$ cat src/rtl/wavegen_pkg.sv
package wavegen_pkg;

  localparam int PHASE_W_DEF  = 8;
  localparam int SAMPLE_W_DEF = 8;
  localparam int SYNC_STAGES  = 2;
  localparam real TWO_PI      = 6.283185307179586;

  // Rounded, clamped sine sample for table slot n of a depth-entry period.
  function automatic int sine_value(input int n, input int depth, input int amp);
    real x;
    int  r;
    x = real'(amp) * $sin(TWO_PI * real'(n) / real'(depth));
    if (x >= 0.0) r = $rtoi(x + 0.5);
    else          r = -$rtoi(0.5 - x);
    if (r > amp)  r = amp;
    if (r < -amp) r = -amp;
    return r;
  endfunction

endpackage

$ cat src/rtl/wg_reset_sync.sv
module wg_reset_sync #(
  parameter int STAGES = wavegen_pkg::SYNC_STAGES
) (
  input  logic clk,
  input  logic arst_n,
  output logic srst_n
);
  logic [STAGES-1:0] chain_q;
  logic [STAGES-1:0] chain_d;

  always_comb begin
    chain_d = {chain_q[STAGES-2:0], 1'b1};
  end

  always_ff @(posedge clk or negedge arst_n) begin
    if (!arst_n) chain_q <= '0;
    else         chain_q <= chain_d;
  end

  assign srst_n = chain_q[STAGES-1];
endmodule

$ cat src/rtl/wg_phase_counter.sv
module wg_phase_counter #(
  parameter int PHASE_W = wavegen_pkg::PHASE_W_DEF
) (
  input  logic               clk,
  input  logic               rst_n,
  input  logic               step_en,
  output logic [PHASE_W-1:0] phase
);
  logic [PHASE_W-1:0] phase_d;

  always_comb begin
    phase_d = phase;
    if (step_en) phase_d = phase + PHASE_W'(1);
  end

  always_ff @(posedge clk or negedge rst_n) begin
    if (!rst_n) phase <= '0;
    else        phase <= phase_d;
  end
endmodule

$ cat src/rtl/wg_sine_rom.sv
module wg_sine_rom #(
  parameter int PHASE_W  = wavegen_pkg::PHASE_W_DEF,
  parameter int SAMPLE_W = wavegen_pkg::SAMPLE_W_DEF
) (
  input  logic [PHASE_W-1:0]         addr,
  output logic signed [SAMPLE_W-1:0] sample
);
  localparam int DEPTH = 1 << PHASE_W;
  localparam int AMP   = (1 << (SAMPLE_W - 1)) - 1;

  logic signed [SAMPLE_W-1:0] table_w [DEPTH];

  for (genvar i = 0; i < DEPTH; i++) begin : g_slot
    localparam int VAL = wavegen_pkg::sine_value(i, DEPTH, AMP);
    assign table_w[i] = VAL[SAMPLE_W-1:0];
  end

  assign sample = table_w[addr];
endmodule

$ cat src/rtl/wg_triangle_fold.sv
module wg_triangle_fold #(
  parameter int PHASE_W = wavegen_pkg::PHASE_W_DEF
) (
  input  logic [PHASE_W-1:0]        phase,
  output logic signed [PHASE_W-1:0] sample
);
  logic [PHASE_W-2:0] folded;

  always_comb begin
    // Second half mirrors the first: the lower bits count back down.
    folded = phase[PHASE_W-1] ? ~phase[PHASE_W-2:0] : phase[PHASE_W-2:0];
    // Double the folded count, then shift the range down by half scale.
    sample = {~folded[PHASE_W-2], folded[PHASE_W-3:0], 1'b0};
  end
endmodule

$ cat src/rtl/wg_sample_reg.sv
module wg_sample_reg #(
  parameter int W = wavegen_pkg::SAMPLE_W_DEF
) (
  input  logic                clk,
  input  logic                rst_n,
  input  logic                load_en,
  input  logic signed [W-1:0] d,
  output logic signed [W-1:0] q
);
  logic signed [W-1:0] q_d;

  always_comb begin
    q_d = q;
    if (load_en) q_d = d;
  end

  always_ff @(posedge clk or negedge rst_n) begin
    if (!rst_n) q <= '0;
    else        q <= q_d;
  end
endmodule

$ cat src/rtl/wavegen_top.sv
module wavegen_top #(
  parameter int PHASE_W  = wavegen_pkg::PHASE_W_DEF,
  parameter int SAMPLE_W = wavegen_pkg::SAMPLE_W_DEF
) (
  input  logic                       clk,
  input  logic                       clr_n,
  input  logic                       run_en,
  output logic signed [SAMPLE_W-1:0] sine_q,
  output logic signed [SAMPLE_W-1:0] tri_q
);
  localparam int NUM_CH = 2;

  logic                       rst_sync_n;
  logic [PHASE_W-1:0]         phase;
  logic signed [SAMPLE_W-1:0] ch_d [NUM_CH];
  logic signed [SAMPLE_W-1:0] ch_q [NUM_CH];

  wg_reset_sync #(.STAGES(wavegen_pkg::SYNC_STAGES)) u_rst (
    .clk    (clk),
    .arst_n (clr_n),
    .srst_n (rst_sync_n)
  );

  wg_phase_counter #(.PHASE_W(PHASE_W)) u_phase (
    .clk     (clk),
    .rst_n   (rst_sync_n),
    .step_en (run_en),
    .phase   (phase)
  );

  wg_sine_rom #(.PHASE_W(PHASE_W), .SAMPLE_W(SAMPLE_W)) u_sine (
    .addr   (phase),
    .sample (ch_d[0])
  );

  wg_triangle_fold #(.PHASE_W(PHASE_W)) u_tri (
    .phase  (phase),
    .sample (ch_d[1])
  );

  for (genvar c = 0; c < NUM_CH; c++) begin : g_out
    wg_sample_reg #(.W(SAMPLE_W)) u_reg (
      .clk     (clk),
      .rst_n   (rst_sync_n),
      .load_en (run_en),
      .d       (ch_d[c]),
      .q       (ch_q[c])
    );
  end

  assign sine_q = ch_q[0];
  assign tri_q  = ch_q[1];
endmodule

$ cat config.mk
export PLATFORM = sky130hd
export DESIGN_NAME = wavegen_top
export DESIGN_NICKNAME = d
export VERILOG_FILES = /design/src/rtl/wavegen_pkg.sv /design/src/rtl/wg_reset_sync.sv /design/src/rtl/wg_phase_counter.sv /design/src/rtl/wg_sine_rom.sv /design/src/rtl/wg_triangle_fold.sv /design/src/rtl/wg_sample_reg.sv /design/src/rtl/wavegen_top.sv
export SDC_FILE = /design/constraint.sdc
export NUM_CORES = 1
export LEC_CHECK = 0
export BUFFER_PORTS_ARGS = -buffer_cell sky130_fd_sc_hd__buf_2
export CAP_MARGIN = 10
export CORE_ASPECT_RATIO = 1.25
export CORE_MARGIN = 2
export CORE_UTILIZATION = 38
export CTS_CLUSTER_SIZE = 14
export DETAILED_ROUTE_END_ITERATION = 12
export GPL_ROUTABILITY_DRIVEN = 1
export GPL_TIMING_DRIVEN = 0
export PLACE_DENSITY = 0.61
export SYNTH_ARGS = -nofsm -noshare
export SYNTH_HDL_FRONTEND = slang
export SYNTH_SLANG_ARGS = --single-unit
$ cat constraint.sdc
create_clock -name clk -period 1.35 [get_ports clk]
set_input_delay 0 -clock clk [delete_from_list [all_inputs] [get_ports clk]]
set_output_delay 0 -clock clk [all_outputs]
set_load 0.05 [all_outputs]
* After elaboration in Yosys (flattened, before gate mapping)
Memories as Yosys holds them, arrays and structs flattened. A register that Yosys moved wholly into a read port is not among the register bits.
Cells that the tools add are included.
** Cells by class
- Bitwise logic cells :: 3
- $add $sub $neg :: 1
- Reductions and logical operators :: 1
- Multiplexer cells :: 1
** Operators with widths (count)
- $not 8->9 :: 1
- $add 8x1->8 const B :: 1
- $mux 7 :: 1
- $not 7->7 :: 1
- $logic_not 1->1 :: 1
- $not 1->1 :: 1
** Storage, ports and cells
- Bits of input ports :: 3
- Logic and storage cells :: 10
- Memories :: 1
- Register bits :: 17
- ROM bits :: 2048
** Memories
- (name not given) :: depth 256, width 8, rd ports 1, clocked after memory_dff 1, write ports 0, line wg_sine_rom.sv:18 : assign sample = table_w[addr];

* Depth between registers and ports, before layout
Gate-level depths: netlist of the first run.
- Word-level depth :: 3
- Depth in mapped cells :: 9
- Depth with buffers taken out :: 8

* Hierarchy
From an unflattened synthesis of the first run, not the netlist that was laid out.
** Second synthesis, totals
- Cell total of the unflattened synthesis :: 382
- Area total of the unflattened synthesis :: 3173.0 sq um
** By module, submodules not included
- wg_sine_rom :: instances 1, cells an instance 307, area each 2030.7 sq um, sequential area each 0.0 sq um
- wg_sample_reg :: instances 2, cells an instance 17, area each 331.6 sq um, sequential area each 200.2 sq um
- wg_phase_counter :: instances 1, cells an instance 28, area each 341.6 sq um, sequential area each 200.2 sq um
- wg_triangle_fold :: instances 1, cells an instance 10, area each 83.8 sq um, sequential area each 0.0 sq um
- wg_reset_sync :: instances 1, cells an instance 3, area each 53.8 sq um, sequential area each 50.0 sq um

* Worst setup path after synthesis of the first run
No wires, ideal clock.
- Path type :: register -> register
- Start :: register u_phase.phase[2]
- End :: register g_out[0].u_reg.q[4]
- Arrival :: 2.148 ns
- Stages on the path, launching flop included :: 10
- Setup slack :: -0.940 ns
- Path through :: dfrtp_1 -> buf_2 -> inv_2 -> clkbuf_1 -> ha_1 -> nor2b_1 -> a311o_1 -> a221oi_1 -> a311o_1 -> o221ai_1
** Between the ends
- Longest elaborated chain between the ends :: 1
** Ends and longest elaborated chain
- start: declaration :: line wg_phase_counter.sv:7 : output logic [PHASE_W-1:0] phase
- start signal: assignment :: line wg_phase_counter.sv:18 : else phase <= phase_d;
- $not 8->9 (implied by the code) :: line wg_sine_rom.sv:18
- end: declaration :: line wg_sample_reg.sv:8 : output logic signed [W-1:0] q
Every way passes these cells.
A chain may end at the register's enable or synchronous reset.

* Final worst setup path of the first run
- Start :: register u_phase.phase[1]
- End :: register g_out[0].u_reg.q[0]
The elaborated chain is that of the path after synthesis.

==> results of run 1 <==
[layout make-up]
class                      count  share of cell area (%)
multi-input combinational    335                    60.9
inverter                      14                    1.87
timing repair buffer          41                    7.01
clock inverter                 1                   0.178
clock buffer                   3                   0.980
tap                           97                    2.88
sequential                    25                    14.9
buffer                        47                    11.3
[metal layers]
metal | routed length (microns) | share of wire [%]
met2 | 6850 | 45
met1 | 5840 | 38
met4 | 1030 | 6.7
met5 | 0 | 0
met3 | 1510 | 9.9
[how the worst max path moves through the flow]
stage | end | slack (ns) | cells past startpoint
2_1_floorplan | g_out[0].u_reg.q[0] | -0.66 | 7
3_3_place_gp | g_out[0].u_reg.q[1] | -1.07 | 9
3_5_place_dp | g_out[0].u_reg.q[4] | -1.01 | 9
4_1_cts | g_out[0].u_reg.q[0] | -0.80 | 7
5_1_grt | g_out[0].u_reg.q[4] | -0.86 | 7
6_report | g_out[0].u_reg.q[0] | -0.81 | 7
[stage by stage]
step           area, sq um  setup WS [ns]
2_1_floorplan         3300         -0.657
3_3_place_gp          3510          -1.07
3_5_place_dp          3510          -1.01
4_1_cts               4020         -0.800
5_1_grt               4210         -0.861
6_report              4210         -0.807
[synth_stat cells, types with 5 or more instances]
| cell | instances | area (sq um) |
|---|---|---|
| o211ai_1 | 13 | 97.6 |
| xnor2_1 | 14 | 123 |
| nor3_1 | 12 | 60.1 |
| buf_4 | 5 | 37.5 |
| ha_1 | 14 | 175 |
| o221ai_1 | 8 | 70.1 |
| nand2b_1 | 23 | 144 |
| dfrtp_1 | 25 | 626 |
| o21ai_0 | 18 | 90.1 |
| nand3_1 | 9 | 45.0 |
| clkbuf_1 | 17 | 63.8 |
| nand2_1 | 24 | 90.1 |
| and2_1 | 6 | 37.5 |
| buf_2 | 21 | 105 |
| inv_1 | 10 | 37.5 |
| a31oi_1 | 6 | 37.5 |
| a21oi_1 | 26 | 130 |
| nor2_1 | 31 | 116 |
| a211o_1 | 5 | 43.8 |
| nor2b_1 | 20 | 125 |
| a211oi_1 | 10 | 75.1 |
[layout by cell type (no fill, tap or decap), types with 6 or more instances in the layout]
cell      instances
nor2b_1          17
dfrtp_1          23
nand2_1          22
nand2b_1         22
inv_1             7
nor2_1           27
a21oi_1          23
buf_4            33
nand3_1           9
nor3_1           10
o21ai_1           6
clkbuf_8          8
buf_2            19
o21ai_0          14
a211oi_1          7
a31oi_1           6
xnor2_1          13
ha_1              6
o211ai_1         13
buf_12            6
[worst max-delay path, cell delays in order, from the launching register on]
cell and delay (ns):
dfrtp_2 0.45, buf_8 0.15, inv_12 0.06, ha_4 0.22, mux4_2 0.48, or2_1 0.24, a32o_2 0.27, o41ai_2 0.19
[kinds of logic after synthesis]
family,Yosys count,share of synthesized area (%)
AND/OR/NAND/NOR,150,24.9
AO/OA/AOI/OAI,145,33.1
buffers and inverters,61,8.65
flip-flops,25,19.8
XOR/XNOR,16,4.43
adder cells (fa/ha/maj),14,5.53
multiplexers,8,3.44
other,2,0.237
[timing repair]
item | in CTS | in global routing
endpoints found under the setup margin | 22 | 21
setup buffers | 16 | 6
hold buffers | 1 | 0
hold endpoints to repair | 2 | 0
cloned | 1 | 0
pin swaps | 16 | 21
gates resized for setup | 82 | 41
[flip-flops by register name (all words and copies together) (netlist names)]
signal and flops:
u_rst.chain_q 2, u_phase.phase 8, g_out.u_reg.q 15
==> key figures, run 1 <==
Timing
  • Slew Viols, Final: 0
  • Endpoints failing hold: 0
  • Worst Clk Skew: 0.00447 ns
  • Period Utilization, post-route: 160%
  • Final worst slack: -0.807 ns
  • Setup-failing EPs final: 19
  • Max_slew headroom: 36.9%
  • Max frequency: 464 MHz
  • WHS: 0.0138 ns
  • Worst Tran Pin Value: approximately 0.95 ns
  • Setup TNS: -6.46 ns
  • Setup repair after global routing missed its margin: yes
  • Final Critical Period: 2.16 ns

Worst setup path
  • Kind of critical path: reg2reg
  • RR Endpoint: g_out[0].u_reg.q[0]
  • CP Capture Type: flip-flop
  • Startpoint Class: flip-flop
  • CP max FO: 6
  • R2r setup slk: -0.81 ns
  • Reg2reg start: u_phase.phase[1]
  • CP startpoint: u_phase.phase[1]
  • Worst r2r path cells: 7
  • Worst path required time: 1.54 ns
  • Critical path arrival: 2.35 ns

GRT
  • Met1 GRT Util: 43.5%
  • Grt ovf: 0
  • Met3 usage: 5.51%
  • Vias in the first global route: approximately 3,700
  • First-pass GRT wire length: 23,000 microns
  • Total global-route track usage: 33.5%
  • Busiest grt layer: met2
  • Initial antenna violation count: 0
  • Met2 usage: 52.5%
  • Pin count of the biggest net entering global routing: 24

Drt
  • Routed WL: 15,200 microns
  • Antenna Nets Post-Route: 0
  • Vias: 3,880
  • Remaining DRCs: 0
  • Vias per cell: 6.89
  • Routed length per instance: 27.1 microns
  • Drt pass-1 iters: 5
  • DRT iter0 DRCs: just over 600

Finish
  • Final Core Density: 51.7%
  • Multi-input logic area: 2560 sq um
  • Reg area: 628 sq um
  • Nets: 484
  • Fraction of layout cells with a size suffix above 1: 31.3%
  • Filler cells: 795
  • Area Growth Syn to Fin: 33.0%
  • Non-Filler Instances: 563
  • # diodes: 0

Place
  • Gp weighted congestion: 1.02
  • Post-DP HPWL: 10,300 microns
  • Dpl cells: 535
  • PortBufs: 17

Synthesis
  • EDFF count, synth: 0
  • Register area share after synthesis: 19.8%
  • Cells after Synth: roughly 420
  • Yosys Warn Count: 0
  • Mapped Area: 3170 sq um
  • Synth cell types: 68
  • Avg Inst Size Synth: 7.52 sq um
  • Post-synth ARST share: 100%
  • Mapped Nets: 438
  • Ys flop type: dfrtp_1
  • FF+latch count, synth: 25

Floorplan
  • DIE HEIGHT: between 100 and 150 microns
  • Initial Util: 38.9%
  • Die width: 85.7 microns
  • Die ar.: 9080 sq um
  • Core ar.: 8150 sq um
  • Ports: 19
  • Cell row count: 37

Clocking
  • # clock sinks: 25
  • Clk_lat worst skew: 0.28 ns
  • CTS clock-pin slew for the worst setup and hold paths: 0.10 ns
  • Number of H-tree levels: 1
  • CTS root buffer: clkbuf_8
  • Clock buffer depth: 2
  • Num CTS Buffers: 3
  • CTS tree: done

Run status
  • Violated checks: setup timing
  • Outcome: finished, violations left

Min path
  • Worst hold path type: in2async

Run
  • MaxCap Viol Count: 0
Power of run 1 is not shown: default switching activity piles up to over one toggle a cycle in this logic, so the estimate is an artifact.
==> run 2, diff against run 1 <==
--- a/config.mk
+++ b/config.mk
@@ -14,7 +14,7 @@
 export DETAILED_ROUTE_END_ITERATION = 12
 export GPL_ROUTABILITY_DRIVEN = 1
 export GPL_TIMING_DRIVEN = 0
-export PLACE_DENSITY = 0.61
+export PLACE_DENSITY = 0.65
 export SYNTH_ARGS = -nofsm -noshare
 export SYNTH_HDL_FRONTEND = slang
 export SYNTH_SLANG_ARGS = --single-unit
==> run 2 against run 1 <==
The run still ends with setup timing left; sequential cell count unchanged; die area unchanged; non-clock buffer count up 27; maximum frequency down 0.64%; final cell count up 4.8%; register-to-register slack about the same; via count up 7.9%; hold slack worse by 0.0045 ns; clock skew up 0.0025 ns; wire length up 9.5%.
==> key figures, run 2 (synthesized netlist as in run 1, its figures left out) <==
Clocking
  • CTS root buffer: clkbuf_8
  • CTS clock-pin slew for the worst setup and hold paths: 0.10 ns
  • Num CTS Buffers: 3
  • CTS tree: done
  • Clock buffer depth: 2
  • Number of H-tree levels: 1
  • Clk_lat worst skew: 0.29 ns
  • # clock sinks: 25

GRT
  • Met2 usage: 55.7%
  • Grt ovf: 0
  • Met1 GRT Util: a little under half
  • Met3 usage: 5.59%
  • Pin count of the biggest net entering global routing: 24
  • Total global-route track usage: 36.3%
  • Initial antenna violation count: 0
  • Vias in the first global route: 4,057
  • First-pass GRT wire length: between 20,000 and 25,000 microns
  • Busiest grt layer: met2

Timing
  • Final Critical Period: approximately 2.2 ns
  • Period Utilization, post-route: 161%
  • Slew Viols, Final: 0
  • Worst Tran Pin Value: 0.996 ns
  • Worst Clk Skew: 0.00700 ns
  • Max frequency: 461 MHz
  • Setup-failing EPs final: 16
  • Endpoints failing hold: 0
  • Setup repair after global routing missed its margin: yes
  • Final worst slack: -0.821 ns
  • Setup TNS: -6.23 ns
  • WHS: 0.00939 ns
  • Max_slew headroom: between 30% and 40%

Floorplan
  • Ports: 19
  • Die ar.: 9080 sq um
  • Core ar.: about 8100 sq um
  • Initial Util: 38.9%
  • Cell row count: 37
  • Die width: around 86 microns
  • DIE HEIGHT: 106 microns

Place
  • PortBufs: 17
  • Gp weighted congestion: 1.06
  • Dpl cells: ~540
  • Post-DP HPWL: 10,800 microns

Run status
  • Outcome: finished, violations left
  • Violated checks: setup timing

Finish
  • Commonest non-fill, non-tap cell in the layout: buf_4
  • Nets: 511
  • Area Growth Syn to Fin: 49.5%
  • Max reg flops: 15
  • Biggest regs: g_out.u_reg.q (15), u_phase.phase (8), u_rst.chain_q (2)
  • Top reg by flops: g_out.u_reg.q
  • # diodes: 0
  • Non-Filler Instances: 590
  • Fraction of layout cells with a size suffix above 1: between 30% and 40%
  • Most frequent cells in the layout: buf_4, nor2_1, nand2b_1

Worst setup path
  • CP Capture Type: flip-flop
  • RR Endpoint: g_out[0].u_reg.q[1]
  • Worst r2r path cells: 8
  • R2r setup slk: -0.82 ns
  • Reg2reg start: u_phase.phase[1]
  • Kind of critical path: reg2reg
  • Critical path arrival: between 2 and 2.5 ns
  • Worst path required time: 1.50 ns
  • CP max FO: 7
  • Startpoint Class: flip-flop

Drt
  • Antenna Nets Post-Route: 0
  • Remaining DRCs: 0
  • DRT iter0 DRCs: 612
  • Routed length per instance: 28.3 microns
  • Routed WL: 16,700 microns
  • Drt pass-1 iters: 8
  • Vias per cell: between 7 and 8
  • Vias: 4,186

Min path
  • Worst hold path type: in2async

Run
  • MaxCap Viol Count: 0
## run 2: final cells by class
type,count,area (sq um)
well taps,97,121
inverters,14,86.3
clock buffers,3,41.3
flip-flops and latches,25,631
repair buffers,70,598
plain buffers,45,543
clock inverters,1,7.51
multi-input cells,335,2710
fillers,724,3410
## run 2: critical path: stages, from the launching register on
cell	delay, ns
dfrtp_2	0.44
buf_4	0.17
buf_4	0.15
ha_4	0.19
nor2b_1	0.15
or3_1	0.34
a31o_1	0.24
a32oi_1	0.23
nand4_1	0.14
## run 2: through the flow
stage          util (%)  setup WS (ns)  cell area (sq um)
5_1_grt            58.1         -0.874               4730
6_report           58.1         -0.821               4730
3_5_place_dp       43.0          -1.15               3510
3_3_place_gp       43.0          -1.19               3510
2_1_floorplan         -         -0.657               3300
4_1_cts            54.3         -0.822               4430
## run 2: timing repair
| action | 4_1_cts | 5_1_grt |
|---|---|---|
| gates resized for setup | 136 | 47 |
| hold buffers | 1 | 0 |
| setup endpoints to repair | 22 | 21 |
| setup buffers | 33 | 18 |
| cloned | 2 | 0 |
| hold endpoints to repair | 2 | 0 |
| pin swaps | 24 | 34 |
## run 2: per-layer routing
layer	wire length [microns]	vias up	share of wire, %
li1	-	1723	-
met1	6290	1982	38
met2	7430	376	45
met3	1710	105	10
met4	1250	0	7.5
met5	0	-	0
## run 2: worst max-delay path by stage
stage | to | cells after the start | startpoint
floorplan | g_out[0].u_reg.q[0] | 7 | u_phase.phase[1]
global placement | g_out[0].u_reg.q[2] | 9 | u_phase.phase[1]
detailed placement | g_out[0].u_reg.q[2] | 9 | u_phase.phase[1]
CTS | g_out[0].u_reg.q[0] | 7 | u_phase.phase[1]
global route | g_out[0].u_reg.q[1] | 8 | u_phase.phase[1]
finish | g_out[0].u_reg.q[1] | 8 | u_phase.phase[1]
Power of run 2 is left out for the same reason.
==> run 3, diff against run 2 <==
--- a/config.mk
+++ b/config.mk
@@ -13,7 +13,6 @@
 export CTS_CLUSTER_SIZE = 14
 export DETAILED_ROUTE_END_ITERATION = 12
 export GPL_ROUTABILITY_DRIVEN = 1
-export GPL_TIMING_DRIVEN = 0
 export PLACE_DENSITY = 0.65
 export SYNTH_ARGS = -nofsm -noshare
 export SYNTH_HDL_FRONTEND = slang
==> run 3 against run 2 <==
The run still ends with setup timing left; largest cell class unchanged; final cell count is 8.3% higher; register-to-register slack better by 0.04 ns; utilization is 0.89 points higher; clock-buffer cell count stayed put; critical endpoint is now g_out[0].u_reg.q[4].
==> key figures, run 3 (synthesized netlist as in run 1, its figures left out) <==
Clocking
  • Clk_lat worst skew: 0.28 ns
  • Num CTS Buffers: 3
  • CTS clock-pin slew for the worst setup and hold paths: 0.11 ns
  • Number of H-tree levels: 1
  • CTS root buffer: clkbuf_8
  • # clock sinks: 25
  • Clock buffer depth: 2
  • CTS tree: done

Drt
  • Vias: 4,078
  • Antenna Nets Post-Route: 0
  • Routed WL: 14,200 microns
  • Remaining DRCs: 0
  • Drt pass-1 iters: 6
  • Routed length per instance: 22.3 microns
  • Vias per cell: ~6.4
  • DRT iter0 DRCs: ~530

Worst setup path
  • Critical path arrival: 2.29 ns
  • Worst path required time: 1.50 ns
  • CP max FO: 4
  • CP max stage delay: 0.45 ns
  • Startpoint Class: flip-flop
  • Slowest cell on crit path: dfrtp_2
  • Kind of critical path: reg2reg
  • Crit-path cells: buf_4 > ha_4 > inv_4 > ha_4 > buf_6 > nor2b_1 > a311o_1 > a221oi_2 > a311o_1 > o221ai_1
  • CP Capture Type: flip-flop

Run status
  • Violated checks: setup timing
  • Outcome: finished, violations left

Floorplan
  • Die ar.: 9080 sq um
  • Initial Util: 38.9%
  • Ports: 19
  • Die width: roughly 86 microns
  • Core ar.: a little over 8000 sq um
  • Cell row count: 37
  • DIE HEIGHT: 106 microns

Timing
  • Final worst slack: -0.782 ns
  • Endpoints failing hold: 0
  • Max frequency: 469 MHz
  • Period Utilization, post-route: 158%
  • Slew Viols, Final: 0
  • WHS: 0.0364 ns
  • Worst Clk Skew: 0.00878 ns
  • Setup TNS: -4.84 ns
  • Setup repair after global routing missed its margin: yes
  • Final Critical Period: 2.13 ns
  • Setup-failing EPs final: 11

Finish
  • Final Core Density: about 60%
  • Commonest non-fill, non-tap cell in the layout: buf_4
  • # diodes: 0
  • Reg area: about 630 sq um
  • Fraction of layout cells with a size suffix above 1: 41.7%
  • Nets: 560
  • Most frequent cells in the layout: buf_4, nor2_1, a21oi_1
  • Top reg by flops: g_out.u_reg.q
  • Area Growth Syn to Fin: 51.8%
  • Biggest regs: g_out.u_reg.q (15), u_phase.phase (8), u_rst.chain_q (2)
  • Max reg flops: 15
  • Multi-input logic area: 2560 sq um
  • Filler cells: 713

GRT
  • Grt ovf: 0
  • Initial antenna violation count: 0
  • Met3 usage: 3.03%
  • Vias in the first global route: 3,876
  • Busiest grt layer: met2
  • Total global-route track usage: 30.1%
  • Pin count of the biggest net entering global routing: 27
  • Met1 GRT Util: 39.2%
  • First-pass GRT wire length: 21,300 microns
  • Met2 usage: 50.9%

Min path
  • Worst hold path type: in2async

Place
  • Post-DP HPWL: 10,100 microns
  • Gp weighted congestion: 0.959
  • PortBufs: 17

Run
  • MaxCap Viol Count: 0
## run 3: cell count changes in the layout (fill, tap and decap cells not counted), moves of 4 or more
cell and delta:
clkbuf_8 -4, xnor2_2 -4, a21oi_2 -6, xnor2_1 +5
a21oi_1 +6, buf_8 -4, buf_6 -6, buf_4 +74
## run 3: cell type report
type | count | area share, %
multi-input combinational | 335 | 53.3
sequential | 25 | 13.1
tap | 97 | 2.52
clock buffer | 3 | 0.859
timing repair buffer | 164 | 28.7
clock inverter | 1 | 0.156
inverter | 14 | 1.38
## run 3: critical path: cells and delay by family (launching register included)
kind,cells,cell delay [ns]
compound gates,4,0.89
flops,1,0.45
buf+inv,3,0.32
fa+ha+maj,2,0.29
simple gates,1,0.05
## run 3: worst paths after layout
path / from / endpoint / slack (ns) / cells past startpoint
worst min register to register: u_rst.chain_q[1] / g_out[1].u_reg.q[5] / 0.25 / 1
worst max register to register: u_phase.phase[1] / g_out[0].u_reg.q[4] / -0.78 / 10
max in group asynchronous: u_rst.chain_q[1] / u_phase.phase[1] / 0.82 / 1
min in group clk: run_en / u_phase.phase[1] / 0.12 / 3
worst max-delay path: u_phase.phase[1] / g_out[0].u_reg.q[4] / -0.78 / 10
worst min-delay path: clr_n / u_rst.chain_q[1] / 0.04 / 2
## run 3: metrics by stage
step / setup slack, ns / std cells / area, sq um
floorplan: -0.657 / 421 / 3300
global placement: -0.854 / 619 / 4280
detailed placement: -0.853 / 619 / 4280
CTS: -0.704 / 630 / 4520
global route: -0.804 / 639 / 4810
finish: -0.782 / 639 / 4810
## run 3: timing repair
item,CTS,global route
hold buffers,1,0
resized for setup,30,42
hold endpoints to repair,2,0
gates cloned,0,1
pin swaps,12,25
endpoints found under the setup margin,13,13
buffers inserted,7,10
## run 3: per-layer routing
metal / vias up / routed length, microns
li1: 1798 / -
met1: 1968 / 5520
met2: 251 / 6980
met3: 61 / 1050
met4: 0 / 693
met5: - / 0
Power of run 3 is left out for the same reason.
